## src/rtl/xbus_pkg.sv

```systemverilog
package xbus_pkg;
  localparam int ADDR_W = 20;
  localparam int DATA_W = 8;
  localparam int ROW_W  = 8;

  typedef enum logic [2:0] {
    K_MEM_RD  = 3'd0,
    K_MEM_WR  = 3'd1,
    K_IO_RD   = 3'd2,
    K_IO_WR   = 3'd3,
    K_REFRESH = 3'd4
  } xfer_kind_t;

  function automatic logic kind_is_write(xfer_kind_t k);
    return (k == K_MEM_WR) || (k == K_IO_WR);
  endfunction

  function automatic logic kind_is_read(xfer_kind_t k);
    return (k == K_MEM_RD) || (k == K_IO_RD);
  endfunction
endpackage

```

## src/rtl/xbus_refresh_timer.sv

```systemverilog
module xbus_refresh_timer
  import xbus_pkg::*;
#(
  parameter int PERIOD = 72
) (
  input  logic             clk,
  input  logic             rst_n,
  input  logic             take,
  output logic             pending,
  output logic [ROW_W-1:0] row
);
  localparam int CNT_W = (PERIOD > 1) ? $clog2(PERIOD) : 1;
  localparam logic [CNT_W-1:0] LAST = CNT_W'(PERIOD - 1);

  logic [CNT_W-1:0] cnt;
  logic             due;

  assign due = (cnt == LAST);

  always_ff @(posedge clk or negedge rst_n) begin
    if (!rst_n) begin
      cnt     <= '0;
      pending <= 1'b0;
      row     <= '0;
    end else begin
      cnt     <= due ? '0 : cnt + 1'b1;
      pending <= due | (pending & ~take);
      if (take) row <= row + 1'b1;
    end
  end
endmodule

```

## src/rtl/xbus_seq.sv

```systemverilog
module xbus_seq
  import xbus_pkg::*;
#(
  parameter int MEM_CLOCKS = 4,
  parameter int IO_CLOCKS  = 5,
  parameter int REF_CLOCKS = 4
) (
  input  logic              clk,
  input  logic              rst_n,
  input  logic              req_valid,
  input  logic              req_is_io,
  input  logic              req_write,
  input  logic [ADDR_W-1:0] req_addr,
  input  logic [DATA_W-1:0] req_wdata,
  output logic              req_ready,
  input  logic              ref_pending,
  input  logic [ROW_W-1:0]  ref_row,
  output logic              ref_take,
  input  logic              bus_ready,
  input  logic [DATA_W-1:0] bus_data_i,
  output logic              busy,
  output xfer_kind_t        kind,
  output logic [ADDR_W-1:0] addr_q,
  output logic [DATA_W-1:0] wdata_q,
  output logic              rsp_valid,
  output logic [DATA_W-1:0] rsp_rdata
);
  localparam int MAX_A   = (MEM_CLOCKS > IO_CLOCKS) ? MEM_CLOCKS : IO_CLOCKS;
  localparam int MAX_LEN = (MAX_A > REF_CLOCKS) ? MAX_A : REF_CLOCKS;
  localparam int PH_W    = (MAX_LEN > 1) ? $clog2(MAX_LEN) : 1;

  logic [PH_W-1:0] phase;
  logic [PH_W-1:0] last_ph;
  logic            at_last;
  logic            stall;
  logic            start_host;
  xfer_kind_t      host_kind;

  always_comb begin
    unique case (kind)
      K_IO_RD, K_IO_WR: last_ph = PH_W'(IO_CLOCKS - 1);
      K_REFRESH:        last_ph = PH_W'(REF_CLOCKS - 1);
      default:          last_ph = PH_W'(MEM_CLOCKS - 1);
    endcase
  end

  always_comb begin
    unique case ({req_is_io, req_write})
      2'b00:   host_kind = K_MEM_RD;
      2'b01:   host_kind = K_MEM_WR;
      2'b10:   host_kind = K_IO_RD;
      default: host_kind = K_IO_WR;
    endcase
  end

  assign at_last    = (phase == last_ph);
  assign stall      = (kind != K_REFRESH) && (phase == last_ph - 1'b1) && !bus_ready;
  assign req_ready  = !busy && !ref_pending;
  assign ref_take   = !busy && ref_pending;
  assign start_host = req_ready && req_valid;

  always_ff @(posedge clk or negedge rst_n) begin
    if (!rst_n) begin
      busy      <= 1'b0;
      kind      <= K_MEM_RD;
      phase     <= '0;
      addr_q    <= '0;
      wdata_q   <= '0;
      rsp_valid <= 1'b0;
      rsp_rdata <= '0;
    end else begin
      rsp_valid <= 1'b0;
      if (!busy) begin
        if (ref_take) begin
          busy   <= 1'b1;
          kind   <= K_REFRESH;
          phase  <= '0;
          addr_q <= ADDR_W'(ref_row);
        end else if (start_host) begin
          busy    <= 1'b1;
          kind    <= host_kind;
          phase   <= '0;
          addr_q  <= req_addr;
          wdata_q <= req_wdata;
        end
      end else if (at_last) begin
        busy <= 1'b0;
        if (kind != K_REFRESH) begin
          rsp_valid <= 1'b1;
          rsp_rdata <= kind_is_read(kind) ? bus_data_i : '0;
        end
      end else if (!stall) begin
        phase <= phase + 1'b1;
      end
    end
  end
endmodule

```

## src/rtl/xbus_strobe_decode.sv

```systemverilog
module xbus_strobe_decode
  import xbus_pkg::*;
(
  input  logic       busy,
  input  xfer_kind_t kind,
  output logic       mem_rd,
  output logic       mem_wr,
  output logic       io_rd,
  output logic       io_wr,
  output logic       refresh,
  output logic       data_oe
);
  always_comb begin
    mem_rd  = busy && ((kind == K_MEM_RD) || (kind == K_REFRESH));
    mem_wr  = busy && (kind == K_MEM_WR);
    io_rd   = busy && (kind == K_IO_RD);
    io_wr   = busy && (kind == K_IO_WR);
    refresh = busy && (kind == K_REFRESH);
    data_oe = busy && kind_is_write(kind);
  end
endmodule

```

## src/rtl/xbus_nmi_latch.sv

```systemverilog
module xbus_nmi_latch (
  input  logic clk,
  input  logic rst_n,
  input  logic chan_check,
  input  logic nmi_clear,
  output logic nmi_req
);
  always_ff @(posedge clk or negedge rst_n) begin
    if (!rst_n) nmi_req <= 1'b0;
    else        nmi_req <= chan_check | (nmi_req & ~nmi_clear);
  end
endmodule

```

## src/rtl/xbus_cycle_ctrl.sv

```systemverilog
module xbus_cycle_ctrl
  import xbus_pkg::*;
#(
  parameter int MEM_CLOCKS     = 4,
  parameter int IO_CLOCKS      = 5,
  parameter int REF_CLOCKS     = 4,
  parameter int REFRESH_PERIOD = 72
) (
  input  logic              clk,
  input  logic              rst_n,
  input  logic              req_valid,
  output logic              req_ready,
  input  logic              req_is_io,
  input  logic              req_write,
  input  logic [ADDR_W-1:0] req_addr,
  input  logic [DATA_W-1:0] req_wdata,
  output logic              rsp_valid,
  output logic [DATA_W-1:0] rsp_rdata,
  output logic [ADDR_W-1:0] bus_addr,
  output logic [DATA_W-1:0] bus_data_o,
  output logic              bus_data_oe,
  input  logic [DATA_W-1:0] bus_data_i,
  output logic              mem_rd,
  output logic              mem_wr,
  output logic              io_rd,
  output logic              io_wr,
  output logic              refresh,
  input  logic              bus_ready,
  input  logic              chan_check,
  input  logic              nmi_clear,
  output logic              nmi_req
);
  logic              ref_pending;
  logic              ref_take;
  logic [ROW_W-1:0]  ref_row;
  logic              busy;
  xfer_kind_t        kind;
  logic [ADDR_W-1:0] addr_q;
  logic [DATA_W-1:0] wdata_q;

  xbus_refresh_timer #(.PERIOD(REFRESH_PERIOD)) u_timer (
    .clk     (clk),
    .rst_n   (rst_n),
    .take    (ref_take),
    .pending (ref_pending),
    .row     (ref_row)
  );

  xbus_seq #(
    .MEM_CLOCKS (MEM_CLOCKS),
    .IO_CLOCKS  (IO_CLOCKS),
    .REF_CLOCKS (REF_CLOCKS)
  ) u_seq (
    .clk         (clk),
    .rst_n       (rst_n),
    .req_valid   (req_valid),
    .req_is_io   (req_is_io),
    .req_write   (req_write),
    .req_addr    (req_addr),
    .req_wdata   (req_wdata),
    .req_ready   (req_ready),
    .ref_pending (ref_pending),
    .ref_row     (ref_row),
    .ref_take    (ref_take),
    .bus_ready   (bus_ready),
    .bus_data_i  (bus_data_i),
    .busy        (busy),
    .kind        (kind),
    .addr_q      (addr_q),
    .wdata_q     (wdata_q),
    .rsp_valid   (rsp_valid),
    .rsp_rdata   (rsp_rdata)
  );

  xbus_strobe_decode u_dec (
    .busy    (busy),
    .kind    (kind),
    .mem_rd  (mem_rd),
    .mem_wr  (mem_wr),
    .io_rd   (io_rd),
    .io_wr   (io_wr),
    .refresh (refresh),
    .data_oe (bus_data_oe)
  );

  xbus_nmi_latch u_nmi (
    .clk        (clk),
    .rst_n      (rst_n),
    .chan_check (chan_check),
    .nmi_clear  (nmi_clear),
    .nmi_req    (nmi_req)
  );

  assign bus_addr   = busy ? addr_q : '0;
  assign bus_data_o = bus_data_oe ? wdata_q : '0;
endmodule

```

## config.mk

```make
export PLATFORM = sky130hd
export DESIGN_NAME = xbus_cycle_ctrl
export DESIGN_NICKNAME = d
export VERILOG_FILES = /design/src/rtl/xbus_pkg.sv /design/src/rtl/xbus_refresh_timer.sv /design/src/rtl/xbus_seq.sv /design/src/rtl/xbus_strobe_decode.sv /design/src/rtl/xbus_nmi_latch.sv /design/src/rtl/xbus_cycle_ctrl.sv
export SDC_FILE = /design/constraint.sdc
export NUM_CORES = 1
export LEC_CHECK = 0
export BUFFER_PORTS_ARGS = -buffer_cell sky130_fd_sc_hd__buf_2
export CAP_MARGIN = 20
export CORE_MARGIN = 4
export CORE_UTILIZATION = 50
export CTS_CLUSTER_SIZE = 24
export DETAILED_ROUTE_END_ITERATION = 7
export PLACE_DENSITY = 0.8
export SLEW_MARGIN = 20
export SYNTH_ARGS = -nofsm -noshare
export SYNTH_HDL_FRONTEND = slang
export SYNTH_SLANG_ARGS = --single-unit
```

## constraint.sdc

```tcl
create_clock -name clk -period 1.9 [get_ports clk]
set_input_delay 0.095 -clock clk [delete_from_list [all_inputs] [get_ports clk]]
set_output_delay 0.095 -clock clk [all_outputs]
set_load 0.005 [all_outputs]
```

==> summary.txt, run 1 <==
clk buf depth - 2
hold_ws - 0.01833 ns
DRT antenna net count - 0
clk_lat worst skew - 0.33 ns
grt ovf - 0
GP Congestion - 0.8044
R2R setup slack - 0.16 ns
Period minus WS final - 1.744 ns
Final TNS setup - 0 ns
IO buf count - 88
Post-Synthesis Cells - 295
RR Endpoint - u_seq.rsp_rdata[5]
Synthesis Warnings - 0
Seq cells post-synth - 61
final period utilization - 0.9179
most frequent cells in the layout - 88 x buf_2, 81 x nand2_1, 60 x dfrtp_1
Reg area - 0.001528 mm²
cts bufs inserted - 9
hpwl dp - 4803 µm
placed insts - 450
maximum clock rate - 0.5734 GHz
area grow syn2layout - 38.61%
largest net degree at the start of global routing - 62
clock sink count - 61
wire length per cell - 14.98 µm
first-pass GRT wire length - 12,950 µm
initial antenna violation count - 0
Hold Fails Final Rpt - 0
actual slew at the worst max-slew pin - 0.5718 ns
Hold Path End - u_seq.addr_q[5]
status - finished clean
Yosys cell types - 38
CTS tree - done
critical path class - reg -> reg
most common cell after layout, fill and taps aside - buf_2
VDD IR-drop max - 0.5834 mV
Die W - 83.30 µm
Syn Nets - 342
Remaining DRCs - 0
filler instances - 418
final setup vio count - 0
Worst Slack Setup Final - 0.1560 ns
crit start category - flip-flop
Static Leakage - 2.086 nW
Syn Std Cell Area - 0.002835 mm²
vias per cell - 5.137
max-slew violation total from the final report - 0
layout cell share with drive strength beyond 1 - 0.2864
FF-to-FF Start - u_seq.kind[2]
die area - 0.006939 mm²
Top FF cell, synth - dfrtp_1
Worst Path Arrival - 2.01 ns
Clock transition at path regs - 0.07 ns
H-tree Lvls - 3
area of the multi-input gates - 0.001236 mm²
vias in the first global route - 2,644
die extent in y - 83.30 µm
# rows - 27
Post-synth ARST share - 1.000
Worst EP required - 2.16 ns
Layout Cells excl Fill - 498
Hold Path Class - in -> reg
total number of vias - 2,558
pre-CTS WS - 0.06857 ns
Initial Utilization - 0.5149
Syn Area/Cell - 9.611 µm²
Rel. slew slack - 0.6159
DRT iter0 DRCs - 165
nets - 469
clock skew - 0.01054 ns
sequential area share after synthesis - 0.5384
EDFF count, synth - 0
RSZ-0062 raised after global routing - false
worst reg2reg path depth - 4
hold path startpoint - req_addr[5]
Worst Hold Depth - 3
CP endpoint kind - flip-flop
Antenna Cells - 0
core area - 0.005507 mm²
first drt pass iteration count - 4
clock root cell - clkbuf_8
critical path peak fanout - 8
PD cells - 1266 mW/mm²
gr usage total - 0.2321
Top Ports - 89
Max Cap Violations - 0
Post-Route WL - 7461 µm
==> where the power goes <==
group | internal [W] | leakage (nW) | switching, W | total [W]
sequential | 0.00172 | 0.770 | 0.000296 | 0.00201
clock | 0.000665 | 0.101 | 0.000481 | 0.00115
combinational | 0.000904 | 1.22 | 0.000913 | 0.00182
total | 0.00329 | 2.09 | 0.00169 | 0.00498
==> flip-flops by register name, indices dropped and copies added, names as in the netlist, 3 cells and up <==
signal           count
u_timer.cnt          7
u_seq.kind           3
u_seq.addr_q        20
u_seq.wdata_q        8
u_seq.phase          3
u_seq.rsp_rdata      8
u_timer.row          8
==> metal layers <==
layer / vias up / GRT usage / wire, µm / part of all wire
met5: - / 0 / 0 / 0
met2: 90 / 0.3819 / 3793 / 0.51
met3: 14 / 0.06151 / 436 / 0.058
met4: 0 / 0.1025 / 151 / 0.020
li1: 1238 / - / - / -
met1: 1216 / 0.2861 / 3080 / 0.41
==> cell families after synthesis <==
group	share of synthesized area
muxes	0.007061
buffers and inverters	0.02913
and+or+nand+nor	0.2860
adders and majority gates	0.01324
AOI/OAI and AO/OA	0.09223
DFF	0.5384
xor gates and xnor gates	0.03398
==> through the flow <==
step           area, µm²  power (W)    util
2_1_floorplan       2835   0.003049       -
3_3_place_gp        3395   0.003678  0.6165
3_5_place_dp        3395   0.003776  0.6165
4_1_cts             3924   0.005000  0.7126
5_1_grt             3930   0.005348  0.7137
6_report            3930   0.004975  0.7137
==> critical path, stage by stage, from the launching register on <==
cell      delay, ns
dfrtp_1        0.38
nand2b_2       0.30
o31ai_4        0.38
nor3b_4        0.40
a22o_1         0.22
==> cells in the mapped netlist (4+ instances only) <==
| master | n | area [µm²] |
|---|---|---|
| nand2_1 | 81 | 304.0 |
| dfrtp_1 | 61 | 1526 |
| and2_1 | 28 | 175.2 |
| nand3_1 | 22 | 110.1 |
| nor2_1 | 18 | 67.56 |
| clkbuf_1 | 12 | 45.04 |
| a22o_1 | 8 | 70.07 |
| xnor2_1 | 8 | 70.07 |
| a31oi_1 | 7 | 43.79 |
| inv_1 | 5 | 18.77 |
| nand2b_1 | 4 | 25.02 |
==> final cells by class <==
cell class                 count  share of cell area
clock buffer                  11             0.03852
clock inverter                 4             0.01210
inverter                       5            0.004776
multi-input combinational    214              0.3146
sequential                    61              0.3887
tap                           72             0.02292
timing repair buffer         131              0.2184
==> worst max path at each step <==
stage	slack (ns)	endpoint	startpoint
floorplan	0.31	u_seq.phase[1]	u_seq.kind[2]
global placement	0.23	u_seq.rsp_rdata[5]	u_seq.kind[2]
detailed placement	0.07	u_seq.rsp_rdata[5]	u_seq.kind[1]
CTS	0.01	bus_data_o[7]	u_seq.busy
global route	0.06	u_seq.rsp_rdata[5]	u_seq.kind[2]
finish	0.16	u_seq.rsp_rdata[5]	u_seq.kind[2]
==> what timing repair did <==
item	in CTS	in global routing
hold buffers	33	0
hold endpoints to repair	93	0
setup buffers	0	0
gates resized for setup	0	3
endpoints found under the setup margin	0	17
Note: power is estimated with default switching activity, not from simulation.
==> inputs of run 2 (changes only) <==
- BUFFER_PORTS_ARGS: -buffer_cell sky130_fd_sc_hd__buf_2 -> default
- DONT_BUFFER_PORTS: default -> 1
- PLACE_DENSITY: 0.8 -> 0.67
- clock period: 1.9 -> 1.97 ns (I/O delays scaled with it)
==> summary.txt, run 2 (synthesis results as in run 1) <==
total number of vias - 2,270 (was 2,558)
area grow syn2layout - 27.10% (was 38.61%)
Die W - 83.30 µm (unchanged)
initial antenna violation count - 0 (unchanged)
largest net degree at the start of global routing - 62 (unchanged)
vias in the first global route - 2,407 (was 2,644)
status - finished clean (unchanged)
crit start category - flip-flop (unchanged)
die area - 0.006939 mm² (unchanged)
hpwl dp - 4177 µm (was 4803 µm)
Layout Cells excl Fill - 420 (was 498)
first-pass GRT wire length - 11,850 µm (was 12,950 µm)
layout cell share with drive strength beyond 1 - 0.09483 (was 0.2864)
max-slew violation total from the final report - 0 (unchanged)
clk_lat worst skew - 0.33 ns (about the same)
Rel. slew slack - 0.6233 (was 0.6159)
Worst EP required - 2.23 ns (was 2.16 ns)
Remaining DRCs - 0 (unchanged)
# rows - 27 (unchanged)
core area - 0.005507 mm² (unchanged)
Static Leakage - 1.752 nW (was 2.086 nW)
CTS tree - done (unchanged)
H-tree Lvls - 3 (unchanged)
Layout Utilization - 0.6544 (was 0.7137)
maximum clock rate - 0.5478 GHz (was 0.5734 GHz)
Worst Path Arrival - 2.09 ns (was 2.01 ns)
critical path peak fanout - 8 (unchanged)
most common cell after layout, fill and taps aside - nand2_1 (was buf_2)
final period utilization - 0.9267 (was 0.9179)
clock root cell - clkbuf_8 (unchanged)
Antenna Cells - 0 (unchanged)
actual slew at the worst max-slew pin - 0.5608 ns (was 0.5718 ns)
Max Cap Violations - 0 (unchanged)
Hold Path Class - in -> reg (unchanged)
IO buf count - 0 (was 88)
critical path class - reg -> reg (unchanged)
hold_ws - 0.03877 ns (was 0.01833 ns)
Final TNS setup - 0 ns (unchanged)
DRT iter0 DRCs - 102 (was 165)
first drt pass iteration count - 4 (unchanged)
Post-Route WL - 6829 µm (was 7461 µm)
max reg flops - 20 (unchanged)
DRT antenna net count - 0 (unchanged)
gr usage total - 0.2146 (was 0.2321)
GP Congestion - 0.7476 (was 0.8044)
Period minus WS final - 1.826 ns (was 1.744 ns)
wire length per cell - 16.26 µm (was 14.98 µm)
clock sink count - 61 (unchanged)
clock skew - 0.004411 ns (was 0.01054 ns)
RSZ-0062 raised after global routing - false (unchanged)
filler instances - 439 (was 418)
placed insts - 362 (was 450)
Top reg by flops - u_seq.addr_q (unchanged)
CP endpoint kind - flip-flop (unchanged)
cts bufs inserted - 9 (unchanged)
PD cells - 1236 mW/mm² (was 1266 mW/mm²)
nets - 391 (was 469)
vias per cell - 5.405 (was 5.137)
die extent in y - 83.30 µm (unchanged)
VDD IR-drop max - 0.6232 mV (was 0.5834 mV)
Hold Fails Final Rpt - 0 (unchanged)
most frequent cells in the layout - 81 x nand2_1, 61 x dfrtp_1, 42 x dlygate4sd3_1 (was 88 x buf_2, 81 x nand2_1, 60 x dfrtp_1)
total power - 0.004455 W (was 0.004975 W)
Top Ports - 89 (unchanged)
Initial Utilization - 0.5149 (unchanged)
clk buf depth - 2 (unchanged)
grt ovf - 0 (unchanged)
Clock transition at path regs - 0.06 ns (was 0.07 ns)
final setup vio count - 0 (unchanged)
-- run 2: cell types whose count changed in the layout (fill, tap and decap cells not counted), sizes merged --
cell / previous run / this run
buf: 98 / 11
dlygate4sd3: 33 / 42
-- run 2: layout make-up --
type,instances,area (µm²),area share
Timing Repair Buffer,53,535.5,0.1486
Sequential cell,61,1526,0.4236
Inverter,5,18.77,0.005208
Multi-Input combinational cell,214,1234,0.3424
Tap cell,72,90.09,0.02500
Clock buffer,11,151.4,0.04201
Clock inverter,4,47.55,0.01319
-- run 2: metrics by stage --
stage	setup WS [ns]	instance area (µm²)
2_1_floorplan	0.3826	2835
3_3_place_gp	0.2654	2954
3_5_place_dp	0.1643	2954
4_1_cts	0.1381	3601
5_1_grt	0.01658	3603
6_report	0.1444	3603
-- run 2: routing by layer --
metal  up-vias  global-route usage  part of all wire
li1       1084                   -                 -
met1      1090              0.2758              0.45
met2        83              0.3345              0.48
met3        13             0.06052             0.051
met4         0              0.1010             0.020
met5         -                   0                 0
-- run 2: timing repair --
action	in CTS	in global routing
hold buffers	43	0
endpoints found under the setup margin	0	8
endpoints found under the hold margin	101	0
resized for setup	0	1
buffers inserted	0	0
-- run 2: worst max-delay path: stages (launching register included) --
cell      delay [ns]
dfrtp_1         0.38
nand2b_1        0.34
o31ai_4         0.42
nor3b_4         0.42
a22o_1          0.20
-- run 2: path summary, 6_finish.rpt --
| kind | depth (start not counted) | start | slack [ns] | to |
|---|---|---|---|---|
| min in group asynchronous | 2 | rst_n | 0.29 | u_seq.addr_q[11] |
| hold reg to reg | 1 | u_timer.cnt[0] | 0.46 | u_timer.cnt[0] |
| max in group asynchronous | 2 | rst_n | 1.42 | u_seq.busy |
| hold / removal | 3 | req_valid | 0.04 | u_seq.phase[2] |
| setup reg to reg | 4 | u_seq.kind[2] | 0.14 | u_seq.rsp_rdata[4] |
| setup / recovery | 4 | u_seq.kind[2] | 0.14 | u_seq.rsp_rdata[4] |
-- run 2: power by group --
part	total [W]	switching, W	leakage (nW)	internal (W)
clock network	0.00112	0.000475	0.101	0.000642
logic	0.00141	0.000780	0.881	0.000628
registers	0.00193	0.000276	0.770	0.00166
total	0.00446	0.00153	1.75	0.00292
